$ cat src/rtl/pf_pkg.sv
package pf_pkg;

    typedef enum logic [1:0] {
        ST_IDLE   = 2'd0,
        ST_SEND_A = 2'd1,
        ST_SEND_B = 2'd2
    } issue_state_t;

    localparam logic [1:0] CNT_CONF = 2'd2;

    function automatic logic [1:0] cnt_bump(input logic [1:0] c);
        return (c >= CNT_CONF) ? CNT_CONF : c + 2'd1;
    endfunction

endpackage

$ cat src/rtl/pf_depth_policy.sv
module pf_depth_policy #(
    parameter int OUT_W     = 5,
    parameter int DIST_W    = 7,
    parameter int MAX_AHEAD = 20,
    parameter int LOW_OUT   = 2,
    parameter int HIGH_OUT  = 8
) (
    input  logic [OUT_W-1:0]  outstanding,
    output logic [DIST_W-1:0] dist_lim,
    output logic              crowded
);
    localparam int MID_AHEAD  = MAX_AHEAD / 2;
    localparam int NEAR_AHEAD = (MAX_AHEAD / 4 > 0) ? MAX_AHEAD / 4 : 1;

    localparam logic [OUT_W-1:0]  LOW_LIM  = OUT_W'(LOW_OUT);
    localparam logic [OUT_W-1:0]  HIGH_LIM = OUT_W'(HIGH_OUT);
    localparam logic [DIST_W-1:0] D_FAR    = DIST_W'(MAX_AHEAD);
    localparam logic [DIST_W-1:0] D_MID    = DIST_W'(MID_AHEAD);
    localparam logic [DIST_W-1:0] D_NEAR   = DIST_W'(NEAR_AHEAD);

    always_comb begin
        crowded  = 1'b0;
        dist_lim = D_MID;
        if (outstanding >= HIGH_LIM) begin
            crowded  = 1'b1;
            dist_lim = D_NEAR;
        end else if (outstanding <= LOW_LIM) begin
            dist_lim = D_FAR;
        end
    end

endmodule

$ cat src/rtl/pf_stream_table.sv
module pf_stream_table
    import pf_pkg::*;
#(
    parameter int LINE_W = 20,
    parameter int OFF_W  = 6,
    parameter int PAGES  = 16
) (
    input  logic              clk,
    input  logic              rst_n,
    input  logic              upd_en,
    input  logic [LINE_W-1:0] req_line,
    input  logic [OFF_W:0]    dist_lim,
    output logic [1:0]        issue_cnt,
    output logic [LINE_W-1:0] line_a,
    output logic [LINE_W-1:0] line_b,
    output logic [OFF_W:0]    ahead_a,
    output logic [OFF_W:0]    ahead_b
);
    localparam int TAG_W = LINE_W - OFF_W;
    localparam int IDX_W = (PAGES > 1) ? $clog2(PAGES) : 1;
    localparam int PTR_W = OFF_W + 2;

    localparam logic [IDX_W-1:0]        OLDEST = IDX_W'(PAGES - 1);
    localparam logic signed [PTR_W-1:0] ONE_S  = PTR_W'(1);
    localparam logic signed [PTR_W-1:0] ZERO_S = '0;
    localparam logic signed [PTR_W-1:0] LAST_S = PTR_W'((1 << OFF_W) - 1);

    logic                     val_q  [PAGES];
    logic [TAG_W-1:0]         tag_q  [PAGES];
    logic [OFF_W-1:0]         last_q [PAGES];
    logic [1:0]               fcnt_q [PAGES];
    logic [1:0]               bcnt_q [PAGES];
    logic signed [PTR_W-1:0]  fptr_q [PAGES];
    logic signed [PTR_W-1:0]  bptr_q [PAGES];
    logic [IDX_W-1:0]         age_q  [PAGES];

    logic [TAG_W-1:0] req_tag;
    logic [OFF_W-1:0] req_off;
    assign req_tag = req_line[LINE_W-1:OFF_W];
    assign req_off = req_line[OFF_W-1:0];

    logic             hit;
    logic [IDX_W-1:0] hit_idx;
    logic             free_found;
    logic [IDX_W-1:0] vic_idx;
    logic [IDX_W-1:0] tgt_idx;

    always_comb begin
        hit     = 1'b0;
        hit_idx = '0;
        for (int i = 0; i < PAGES; i++) begin
            if (!hit && val_q[i] && tag_q[i] == req_tag) begin
                hit     = 1'b1;
                hit_idx = IDX_W'(i);
            end
        end
    end

    always_comb begin
        free_found = 1'b0;
        vic_idx    = '0;
        for (int i = 0; i < PAGES; i++) begin
            if (!free_found && !val_q[i]) begin
                free_found = 1'b1;
                vic_idx    = IDX_W'(i);
            end
        end
        if (!free_found) begin
            for (int i = 0; i < PAGES; i++) begin
                if (age_q[i] == OLDEST) vic_idx = IDX_W'(i);
            end
        end
    end

    assign tgt_idx = hit ? hit_idx : vic_idx;

    logic signed [PTR_W-1:0] off_s, last_s, dist_s, ptr, gap, ptr_next;
    logic             step_up, step_dn, fire_f, fire_b, in_page;
    logic [1:0]       f_old, b_old, new_f, new_b;
    logic [OFF_W-1:0] cand_off [2];
    logic [OFF_W:0]   cand_gap [2];

    always_comb begin
        off_s   = $signed({2'b00, req_off});
        last_s  = $signed({2'b00, last_q[hit_idx]});
        dist_s  = $signed({1'b0, dist_lim});
        step_up = hit && (off_s == last_s + ONE_S);
        step_dn = hit && (off_s == last_s - ONE_S);
        f_old   = fcnt_q[hit_idx];
        b_old   = bcnt_q[hit_idx];
        new_f   = step_up ? cnt_bump(f_old) : 2'd0;
        new_b   = step_dn ? cnt_bump(b_old) : 2'd0;
        fire_f  = step_up && (new_f == CNT_CONF);
        fire_b  = step_dn && (new_b == CNT_CONF);

        ptr = '0;
        if (fire_f) begin
            ptr = (f_old == CNT_CONF && fptr_q[hit_idx] > off_s + ONE_S)
                  ? fptr_q[hit_idx] : off_s + ONE_S;
        end else if (fire_b) begin
            ptr = (b_old == CNT_CONF && bptr_q[hit_idx] < off_s - ONE_S)
                  ? bptr_q[hit_idx] : off_s - ONE_S;
        end

        issue_cnt = 2'd0;
        gap       = '0;
        in_page   = 1'b0;
        for (int k = 0; k < 2; k++) begin
            cand_off[k] = '0;
            cand_gap[k] = '0;
        end
        for (int k = 0; k < 2; k++) begin
            gap     = fire_f ? ptr - off_s : off_s - ptr;
            in_page = fire_f ? (ptr <= LAST_S) : (ptr >= ZERO_S);
            if ((fire_f || fire_b) && issue_cnt == 2'(k) && in_page && gap <= dist_s) begin
                cand_off[k] = ptr[OFF_W-1:0];
                cand_gap[k] = gap[OFF_W:0];
                issue_cnt   = issue_cnt + 2'd1;
                ptr         = fire_f ? ptr + ONE_S : ptr - ONE_S;
            end
        end
        ptr_next = ptr;
    end

    assign line_a  = {req_tag, cand_off[0]};
    assign line_b  = {req_tag, cand_off[1]};
    assign ahead_a = cand_gap[0];
    assign ahead_b = cand_gap[1];

    always_ff @(posedge clk) begin
        if (!rst_n) begin
            for (int i = 0; i < PAGES; i++) begin
                val_q[i]  <= 1'b0;
                tag_q[i]  <= '0;
                last_q[i] <= '0;
                fcnt_q[i] <= '0;
                bcnt_q[i] <= '0;
                fptr_q[i] <= '0;
                bptr_q[i] <= '0;
                age_q[i]  <= IDX_W'(i);
            end
        end else if (upd_en) begin
            if (hit) begin
                last_q[hit_idx] <= req_off;
                fcnt_q[hit_idx] <= new_f;
                bcnt_q[hit_idx] <= new_b;
                if (fire_f) fptr_q[hit_idx] <= ptr_next;
                if (fire_b) bptr_q[hit_idx] <= ptr_next;
            end else begin
                val_q[vic_idx]  <= 1'b1;
                tag_q[vic_idx]  <= req_tag;
                last_q[vic_idx] <= req_off;
                fcnt_q[vic_idx] <= '0;
                bcnt_q[vic_idx] <= '0;
            end
            for (int i = 0; i < PAGES; i++) begin
                if (IDX_W'(i) == tgt_idx)
                    age_q[i] <= '0;
                else if (age_q[i] < age_q[tgt_idx])
                    age_q[i] <= age_q[i] + 1'b1;
            end
        end
    end

endmodule

$ cat src/rtl/pf_issue_fsm.sv
module pf_issue_fsm
    import pf_pkg::*;
#(
    parameter int LINE_W = 20
) (
    input  logic              clk,
    input  logic              rst_n,
    input  logic              req_valid,
    input  logic [1:0]        issue_cnt,
    input  logic [LINE_W-1:0] line_a,
    input  logic [LINE_W-1:0] line_b,
    input  logic              llc_a,
    input  logic              llc_b,
    input  logic              pf_ready,
    output logic              req_ready,
    output logic              upd_en,
    output logic              pf_valid,
    output logic [LINE_W-1:0] pf_line,
    output logic              pf_llc_only
);
    issue_state_t state_q, state_d;

    logic [LINE_W-1:0] held_a_q, held_b_q;
    logic              held_llc_a_q, held_llc_b_q, two_q;

    always_ff @(posedge clk) begin
        if (!rst_n) state_q <= ST_IDLE;
        else        state_q <= state_d;
    end

    always_comb begin
        state_d = state_q;
        unique case (state_q)
            ST_IDLE:   if (req_valid && issue_cnt != 2'd0) state_d = ST_SEND_A;
            ST_SEND_A: if (pf_ready) state_d = two_q ? ST_SEND_B : ST_IDLE;
            ST_SEND_B: if (pf_ready) state_d = ST_IDLE;
            default:   state_d = ST_IDLE;
        endcase
    end

    always_ff @(posedge clk) begin
        if (!rst_n) begin
            held_a_q     <= '0;
            held_b_q     <= '0;
            held_llc_a_q <= 1'b0;
            held_llc_b_q <= 1'b0;
            two_q        <= 1'b0;
        end else if (upd_en) begin
            held_a_q     <= line_a;
            held_b_q     <= line_b;
            held_llc_a_q <= llc_a;
            held_llc_b_q <= llc_b;
            two_q        <= (issue_cnt == 2'd2);
        end
    end

    always_comb begin
        req_ready   = 1'b0;
        upd_en      = 1'b0;
        pf_valid    = 1'b0;
        pf_line     = '0;
        pf_llc_only = 1'b0;
        unique case (state_q)
            ST_IDLE: begin
                req_ready = 1'b1;
                upd_en    = req_valid;
            end
            ST_SEND_A: begin
                pf_valid    = 1'b1;
                pf_line     = held_a_q;
                pf_llc_only = held_llc_a_q;
            end
            ST_SEND_B: begin
                pf_valid    = 1'b1;
                pf_line     = held_b_q;
                pf_llc_only = held_llc_b_q;
            end
            default: ;
        endcase
    end

endmodule

$ cat src/rtl/stream_prefetcher.sv
module stream_prefetcher
    import pf_pkg::*;
#(
    parameter int LINE_W     = 20,
    parameter int PAGE_BYTES = 4096,
    parameter int LINE_BYTES = 64,
    parameter int STREAMS    = 32,
    parameter int MAX_AHEAD  = 20,
    parameter int FAR_TH     = 8,
    parameter int OUT_W      = 5,
    parameter int LOW_OUT    = 2,
    parameter int HIGH_OUT   = 8
) (
    input  logic              clk,
    input  logic              rst_n,
    input  logic              req_valid,
    input  logic [LINE_W-1:0] req_line,
    input  logic [OUT_W-1:0]  req_outstanding,
    output logic              req_ready,
    output logic              pf_valid,
    output logic [LINE_W-1:0] pf_line,
    output logic              pf_llc_only,
    input  logic              pf_ready
);
    localparam int OFF_W  = $clog2(PAGE_BYTES / LINE_BYTES);
    localparam int PAGES  = STREAMS / 2;
    localparam int DIST_W = OFF_W + 1;
    localparam logic [OFF_W:0] FAR_LIM = (OFF_W + 1)'(FAR_TH);

    logic [DIST_W-1:0] dist_lim;
    logic              crowded;
    logic              upd_en;
    logic [1:0]        issue_cnt;
    logic [LINE_W-1:0] line_a, line_b;
    logic [OFF_W:0]    ahead_a, ahead_b;
    logic              llc_a, llc_b;

    pf_depth_policy #(
        .OUT_W    (OUT_W),
        .DIST_W   (DIST_W),
        .MAX_AHEAD(MAX_AHEAD),
        .LOW_OUT  (LOW_OUT),
        .HIGH_OUT (HIGH_OUT)
    ) u_policy (
        .outstanding(req_outstanding),
        .dist_lim   (dist_lim),
        .crowded    (crowded)
    );

    pf_stream_table #(
        .LINE_W(LINE_W),
        .OFF_W (OFF_W),
        .PAGES (PAGES)
    ) u_table (
        .clk      (clk),
        .rst_n    (rst_n),
        .upd_en   (upd_en),
        .req_line (req_line),
        .dist_lim (dist_lim),
        .issue_cnt(issue_cnt),
        .line_a   (line_a),
        .line_b   (line_b),
        .ahead_a  (ahead_a),
        .ahead_b  (ahead_b)
    );

    assign llc_a = crowded || (ahead_a > FAR_LIM);
    assign llc_b = crowded || (ahead_b > FAR_LIM);

    pf_issue_fsm #(
        .LINE_W(LINE_W)
    ) u_fsm (
        .clk        (clk),
        .rst_n      (rst_n),
        .req_valid  (req_valid),
        .issue_cnt  (issue_cnt),
        .line_a     (line_a),
        .line_b     (line_b),
        .llc_a      (llc_a),
        .llc_b      (llc_b),
        .pf_ready   (pf_ready),
        .req_ready  (req_ready),
        .upd_en     (upd_en),
        .pf_valid   (pf_valid),
        .pf_line    (pf_line),
        .pf_llc_only(pf_llc_only)
    );

endmodule

$ cat config.mk
export PLATFORM = sky130hd
export DESIGN_NAME = stream_prefetcher
export DESIGN_NICKNAME = d
export VERILOG_FILES = /design/src/rtl/pf_pkg.sv /design/src/rtl/pf_depth_policy.sv /design/src/rtl/pf_stream_table.sv /design/src/rtl/pf_issue_fsm.sv /design/src/rtl/stream_prefetcher.sv
export SDC_FILE = /design/constraint.sdc
export NUM_CORES = 2
export LEC_CHECK = 0
export ABC_CLOCK_PERIOD_IN_PS = 12300
export BUFFER_PORTS_ARGS = -buffer_cell sky130_fd_sc_hd__buf_2
export CELL_PAD_IN_SITES_DETAIL_PLACEMENT = 1
export CELL_PAD_IN_SITES_GLOBAL_PLACEMENT = 1
export CORE_UTILIZATION = 36
export DETAILED_ROUTE_END_ITERATION = 12
export GPL_TIMING_DRIVEN = 0
export HOLD_SLACK_MARGIN = 0.02
export PLACE_DENSITY = 0.7
export SYNTH_ARGS = -nofsm -noshare
export SYNTH_HDL_FRONTEND = slang
export SYNTH_SLANG_ARGS = --single-unit
$ cat constraint.sdc
create_clock -name clk -period 12.3 [get_ports clk]
set_input_delay 0.615 -clock clk [delete_from_list [all_inputs] [get_ports clk]]
set_output_delay 0.615 -clock clk [all_outputs]
set_load 0.005 [all_outputs]
* Word level (Yosys, flattened, before mapping)
Memories as Yosys holds them, arrays and structs flattened. Index checks and enable logic that the tools add are counted. Widths: inputs -> output; s select.
Word-level totals: register bits after elaboration 45, bits in writable memories 720, input bits 29, output and inout bits 23, memories kept 8
Memory list:
- u_table.tag_q | depth 16, width 14, read ports 16, clocked after memory_dff 0, wr ports 16, line pf_stream_table.sv:29 | logic [TAG_W-1:0] tag_q [PAGES];
- u_table.bptr_q | depth 16, width 8, read ports 1, clocked after memory_dff 0, wr ports 16, line pf_stream_table.sv:34 | logic signed [PTR_W-1:0] bptr_q [PAGES];
- u_table.fptr_q | depth 16, width 8, read ports 1, clocked after memory_dff 0, wr ports 16, line pf_stream_table.sv:33 | logic signed [PTR_W-1:0] fptr_q [PAGES];
- u_table.last_q | depth 16, width 6, read ports 1, clocked after memory_dff 0, wr ports 16, line pf_stream_table.sv:30 | logic [OFF_W-1:0] last_q [PAGES];
- u_table.age_q | depth 16, width 4, read ports 17, clocked after memory_dff 0, wr ports 16, line pf_stream_table.sv:35 | logic [IDX_W-1:0] age_q [PAGES];
- u_table.bcnt_q | depth 16, width 2, read ports 1, clocked after memory_dff 0, wr ports 16, line pf_stream_table.sv:32 | logic [1:0] bcnt_q [PAGES];
- +2 memories
Operators by class: $add $sub $neg 31, magnitude comparators 30, equal/unequal tests 60, mux-type cells 340, bitwise logic cells 32, reduce and logical (&&, ||, !) cells 120
Operators by type and width (count):
- $mux 4 | 82
- $eq 14x14->1 | 16
- $mux 1 | 215
- $mux 8 | 12
- $add 4x1->4 const B | 16
- $eq 4x4->1 const B | 16
- $lt 4x4->1 | 16
- $logic_and 1x1->1 | 58
- $logic_not 1->1 | 44
- $pmux 20 s2 | 1
- $eq 4x4->1 const A | 8
- $or 1x1->1 | 32
- $mux 2 | 15
- $mux 6 | 4
- $mux 7 | 3
- $add 8x2->8 const B | 2
- $eq 3x4->1 const A | 4
- $eq 7x8->1 | 2
- $ge 8x1->1 const B | 2
- $le 8x7->1 const B | 2
- $le 8x8->1 | 2
- $reduce_or 8->1 | 2
- $sub 7x8->8 | 2
- $sub 8x2->8 const B | 2
- other kinds (32) | 55

* Logic depth before layout (Yosys ltp)
An unclocked memory read counts as a cell.
depth after elaboration 87, gate-level depth with buffers 75

* Modules after synthesis
Synthesis repeated with hierarchy kept, for this count alone.
Unflattened totals: cell total of the unflattened synthesis 4176, area total of the unflattened synthesis 44630.3 µm²
By module, submodules not included:
- pf_stream_table | instances 1, cells each 3907, area each 42452.0 µm², seq. area each 21460.6 µm²
- pf_issue_fsm | instances 1, cells each 252, area each 2078.2 µm², seq. area each 900.9 µm²
- pf_depth_policy | instances 1, cells each 11, area each 65.1 µm², seq. area each 0.0 µm²
- stream_prefetcher | instances 1, cells each 6, area each 35.0 µm², seq. area each 0.0 µm²

* Worst setup path after synthesis
OpenSTA, ideal clock, no wires.
path kind input to register, from input req_line[6], to memory u_table.bptr_q[15][0] in the netlist's numbering, data pin, library setup time 0.267 ns, arrival time 12.159 ns, path slack -0.125 ns, stages on the path 69, path buffers 12, path through buf_4 > buf_6 > xnor2_1 > nand4_1 > or4_1 > nor4_1 > nand3_1 > o2111ai_2 > buf_6 > buf_6 > buf_6 > buf_6 > buf_4 > buf_2 > mux2i_1 > a21oi_1 > o22ai_1 > nor3_1 > [... 33 more ...] > o211a_1 > a211oi_1 > o21ai_0 > xor2_1 > ha_1 > o21ai_0 > nand2b_1 > a21oi_1 > a31oi_1 > or2_1 > a21oi_1 > o21ai_4 > buf_6 > inv_1 > ha_1 > inv_1 > clkbuf_1 > nor2_1
RTL lines:
- from (decl) | line stream_prefetcher.sv:17 | input logic [LINE_W-1:0] req_line,
- to (decl) | line pf_stream_table.sv:34

==> summary.md <==
| Metric | Value |
|---|---|
| Status | finished, violations left |
| Failing checks | setup timing |
| Remaining global-route overflow | 0 |
| Cells after synthesis | about 4000 |
| Placed Instances | about 5700 |
| DRT Wirelength | between 150000 and 200000 um |
| Chip width | between 300 and 400 um |
| Ys async rst share | 0 |
| Final antenna-violating net count | 0 |
| Critical Path Max Stage Delay | ~0.54 ns |
| Met3 wire length | ~13000 um |
| Largest cells by area after synthesis | edfxtp_1, xnor2_1, and2_1 |
| Slowest cell on crit path | a32oi_1 |
| Final Hold Fails | 0 |
| Hold Crit Start | req_outstanding[3] |
| Setup crit start kind | flop |
| PnR worst setup slack | -0.00510 ns |
| Clock sinks | about 750 |
| Pin count of the biggest net entering global routing | 17 |
| Synth Cell Area | approximately 0.043 mm2 |
| Finished Layout Cells | between 5000 and 6000 |
| Delay-heaviest family, CP | compound AO/OA/AOI/OAI gates |
| Initial antenna violation count | 8 |
| Number of global-route vias before repair | roughly 35000 |
| DR vias/cell | between 5 and 6 |
| Fmax | about 0.081 GHz |
| Yosys top cell by area | edfxtp_1 |
| Routed wire per std cell | around 28 um |
| Period minus WS final | approximately 12 ns |
| Power Density | about 120 mW/mm2 |
| Critical path launch point | u_table.tag_q[3][7] |
| Clk Latency, worst-skew pair | approximately 0.7 ns |
| Met2 WL | just under 80000 um |
| Critical Path AT | 12.83 ns |
| Total CTS buffers | between 80 and 90 |
| RR Startpoint | u_table.tag_q[3][7] |
| First-pass GRT wire length | about 240000 um |
| Peak supply drop | around 0.11 mV |
| Ys flop type | edfxtp_1 |
| Crit path kind | flop to flop |
| Core area | between 0.1 and 0.15 mm2 |
| DRC viols | 0 |
| Most common cell on crit path | buf_6 |
| Die Height | around 350 um |
| Crit. End Element | flop |
| Yosys warns | 0 |
| Max Slew Vio Count | 0 |
| CTS Hold Buffers Added | 0 |
| Highest metal used | met5 |
| HP Class | input port to flop |
| Worst slew margin | 0.0474 |
| Sum of buffers and inverters on the critical path | 19 |
| Post-synthesis cell type count | about 110 |
| Routability cong. | between 0.9 and 1 |
| Register bit total from synthesis | about 750 |
| Total design power | around 6.4 mW |
| Initial Utilization | 0.365 |
| Initial drt markers | between 3000 and 4000 |
| Share of cells above drive strength 1 | 0.227 |
| CP required | between 10 and 15 ns |
| Post-synth EDFFs | ~700 |
| Leak | ~19 nW |
| CP Max Fanout | 10 |
| Max clock buf depth | 3 |
| Placed wire-length estimate | approximately 120000 um |
| DR pass1 iterations | 6 |
| Synth top area share | 0.489 |
| I/O pin cnt | 52 |
| Deepest level of the CTS H-tree | 3 |
| Total global-route track usage | 0.267 |
| Final Cycle Share | 1.00 |
| Area growth syn-to-layout | 20.9% |
| Seq/Total Area, Yosys | 0.510 |
| Setup Viol. Count Final | 1 |
| Syn nets | 4161 |
| Syn avg cell area | ~11 um2 |
| Row count | ~130 |
| Worst-path clk slew | roughly 0.06 ns |
| Nets | 4468 |
| Via count | roughly 35000 |
| DIE AREA | around 0.12 mm2 |
| Buffers added on ports | 36 |
| Slew @ Worst Pin | roughly 1.4 ns |
| Max_cap viols | 0 |
| Max Clock Skew | about 0.043 ns |
| Root Driver | clkbuf_16 |
| TritonCTS clock tree | built |
| WL met1 | 67100 um |
-- power by group --
group	total [mW]	internal (mW)	switching [mW]
clock network	2.62	1.47	1.15
registers	3.01	2.93	0.0788
logic	0.763	0.275	0.488
total	6.39	4.67	1.72
-- layout make-up --
class	count	area (um2)
Inverter	80	312
Clock buffer	116	2400
Multi-Input combinational cell	2887	20900
Fill cell	12900	66200
Timing Repair Buffer	230	1950
Clock inverter	47	439
Antenna cell	1	2.50
Tap cell	1600	2000
Buffer	269	2180
Sequential cell	751	22100
-- final timing paths --
kind                               end  slack [ns]  depth (start not counted)
hold / removal      u_fsm.held_llc_a_q        0.30                          3
setup / recovery  u_table.bptr_q[4][4]      -0.005                         60
hold reg to reg      u_fsm.held_b_q[8]        0.46                          2
setup reg to reg  u_table.bptr_q[4][4]      -0.005                         60
-- flip-flops by register name, summed over array words and instances (netlist names) --
register / cells
u_table.val_q: 16
u_table.fcnt_q: 32
u_fsm.held_b_q: 20
u_table.last_q: 96
u_fsm.held_a_q: 6
u_table.bcnt_q: 32
u_table.bptr_q: 128
u_fsm.held_llc_b_q: 1
u_table.age_q: 64
u_fsm.state_q: 2
u_table.fptr_q: 128
u_fsm.held_llc_a_q: 1
u_fsm.two_q: 1
u_table.tag_q: 224
-- metrics by stage --
step | setup TNS (ns) | worst slack (ns) | utilization | cell area (um2) | hold slack (ns)
3_3_place_gp | -1260.17 | -5.16 | 0.383 | 45400 | 0.448
2_1_floorplan | -2.33 | -0.0783 | - | 43300 | 0.439
5_1_grt | -43.02 | -0.282 | 0.441 | 52300 | 0.351
3_5_place_dp | -1334.24 | -5.44 | 0.385 | 45700 | 0.457
6_report | -0.00510 | -0.00510 | 0.441 | 52300 | 0.298
4_1_cts | 0 | 0.00578 | 0.429 | 50900 | 0.253
-- per-layer routing --
metal	vias up	GRT usage
met1	17700	0.343
met3	427	0.0476
met2	1538	0.432
met4	2	0.129
li1	15100	-
met5	-	0
-- timing repair --
item,4_1_cts,5_1_grt
endpoints found under the setup margin,273,264
setup buffers,94,73
cloned,3,4
pin swaps,83,110
resized for setup,326,177
-- worst reg2reg max path: cells and delay by family, from the launching register on --
family / cells / cell delay, ns
adders and majority gates: 4 / 1.17
and+or+nand+nor: 12 / 2.21
buffers and inverters: 19 / 3.14
DFF: 1 / 0.41
muxes: 4 / 1.15
AOI/OAI and AO/OA: 18 / 3.40
xor gates and xnor gates: 3 / 0.66
-- kinds of logic after synthesis --
kind of cell / count (synthesis) / share of synthesized area
compound gates: 570 / 0.0909
xor+xnor: 285 / 0.0581
fa+ha+maj: 134 / 0.0396
buf+inv: 361 / 0.0452
flops: 751 / 0.510
mux: 229 / 0.0557
simple gates: 1669 / 0.200
-- Yosys cell counts (21+ instances only) --
| library cell | count |
|---|---|
| edfxtp_1 | 704 |
| nor2_1 | 410 |
| nand2_1 | 284 |
| and2_1 | 277 |
| xnor2_1 | 256 |
| mux2i_1 | 166 |
| nand3_1 | 144 |
| clkbuf_1 | 138 |
| a21oi_1 | 134 |
| ha_1 | 128 |
| nor2_2 | 120 |
| nand4_1 | 115 |
| o21ai_0 | 94 |
| inv_1 | 78 |
| nor3_1 | 69 |
| buf_2 | 58 |
| mux2_2 | 54 |
| nor2b_1 | 48 |
| dfxtp_1 | 47 |
| a21o_1 | 41 |
| or3_1 | 37 |
| buf_6 | 36 |
| buf_4 | 33 |
| a211oi_1 | 32 |
| nor4_1 | 32 |
| o21a_1 | 29 |
| a21boi_0 | 28 |
| xor2_1 | 27 |
| a31oi_1 | 23 |
| or4_1 | 23 |
| and3_1 | 22 |
| o22ai_1 | 21 |
-- cells in the final DEF (no fill, tap or decap), drive strengths merged, types with 41 or more instances in the layout --
| cell | Yosys | layout |
|---|---|---|
| nand4 | 116 | 116 |
| edfxtp | 704 | 704 |
| inv | 79 | 80 |
| mux2 | 60 | 60 |
| nor3 | 72 | 72 |
| o21ai | 112 | 112 |
| nand2 | 286 | 286 |
| nor4 | 44 | 44 |
| xnor2 | 258 | 258 |
| buf | 143 | 366 |
| nor2b | 48 | 48 |
| mux2i | 169 | 169 |
| a21oi | 137 | 137 |
| dfxtp | 47 | 47 |
| nor2 | 532 | 532 |
| clkbuf | 138 | 248 |
| ha | 128 | 128 |
| and2 | 280 | 280 |
| a21o | 41 | 41 |
| nand3 | 144 | 144 |
No activity file was read; power rests on OpenSTA's default activity.
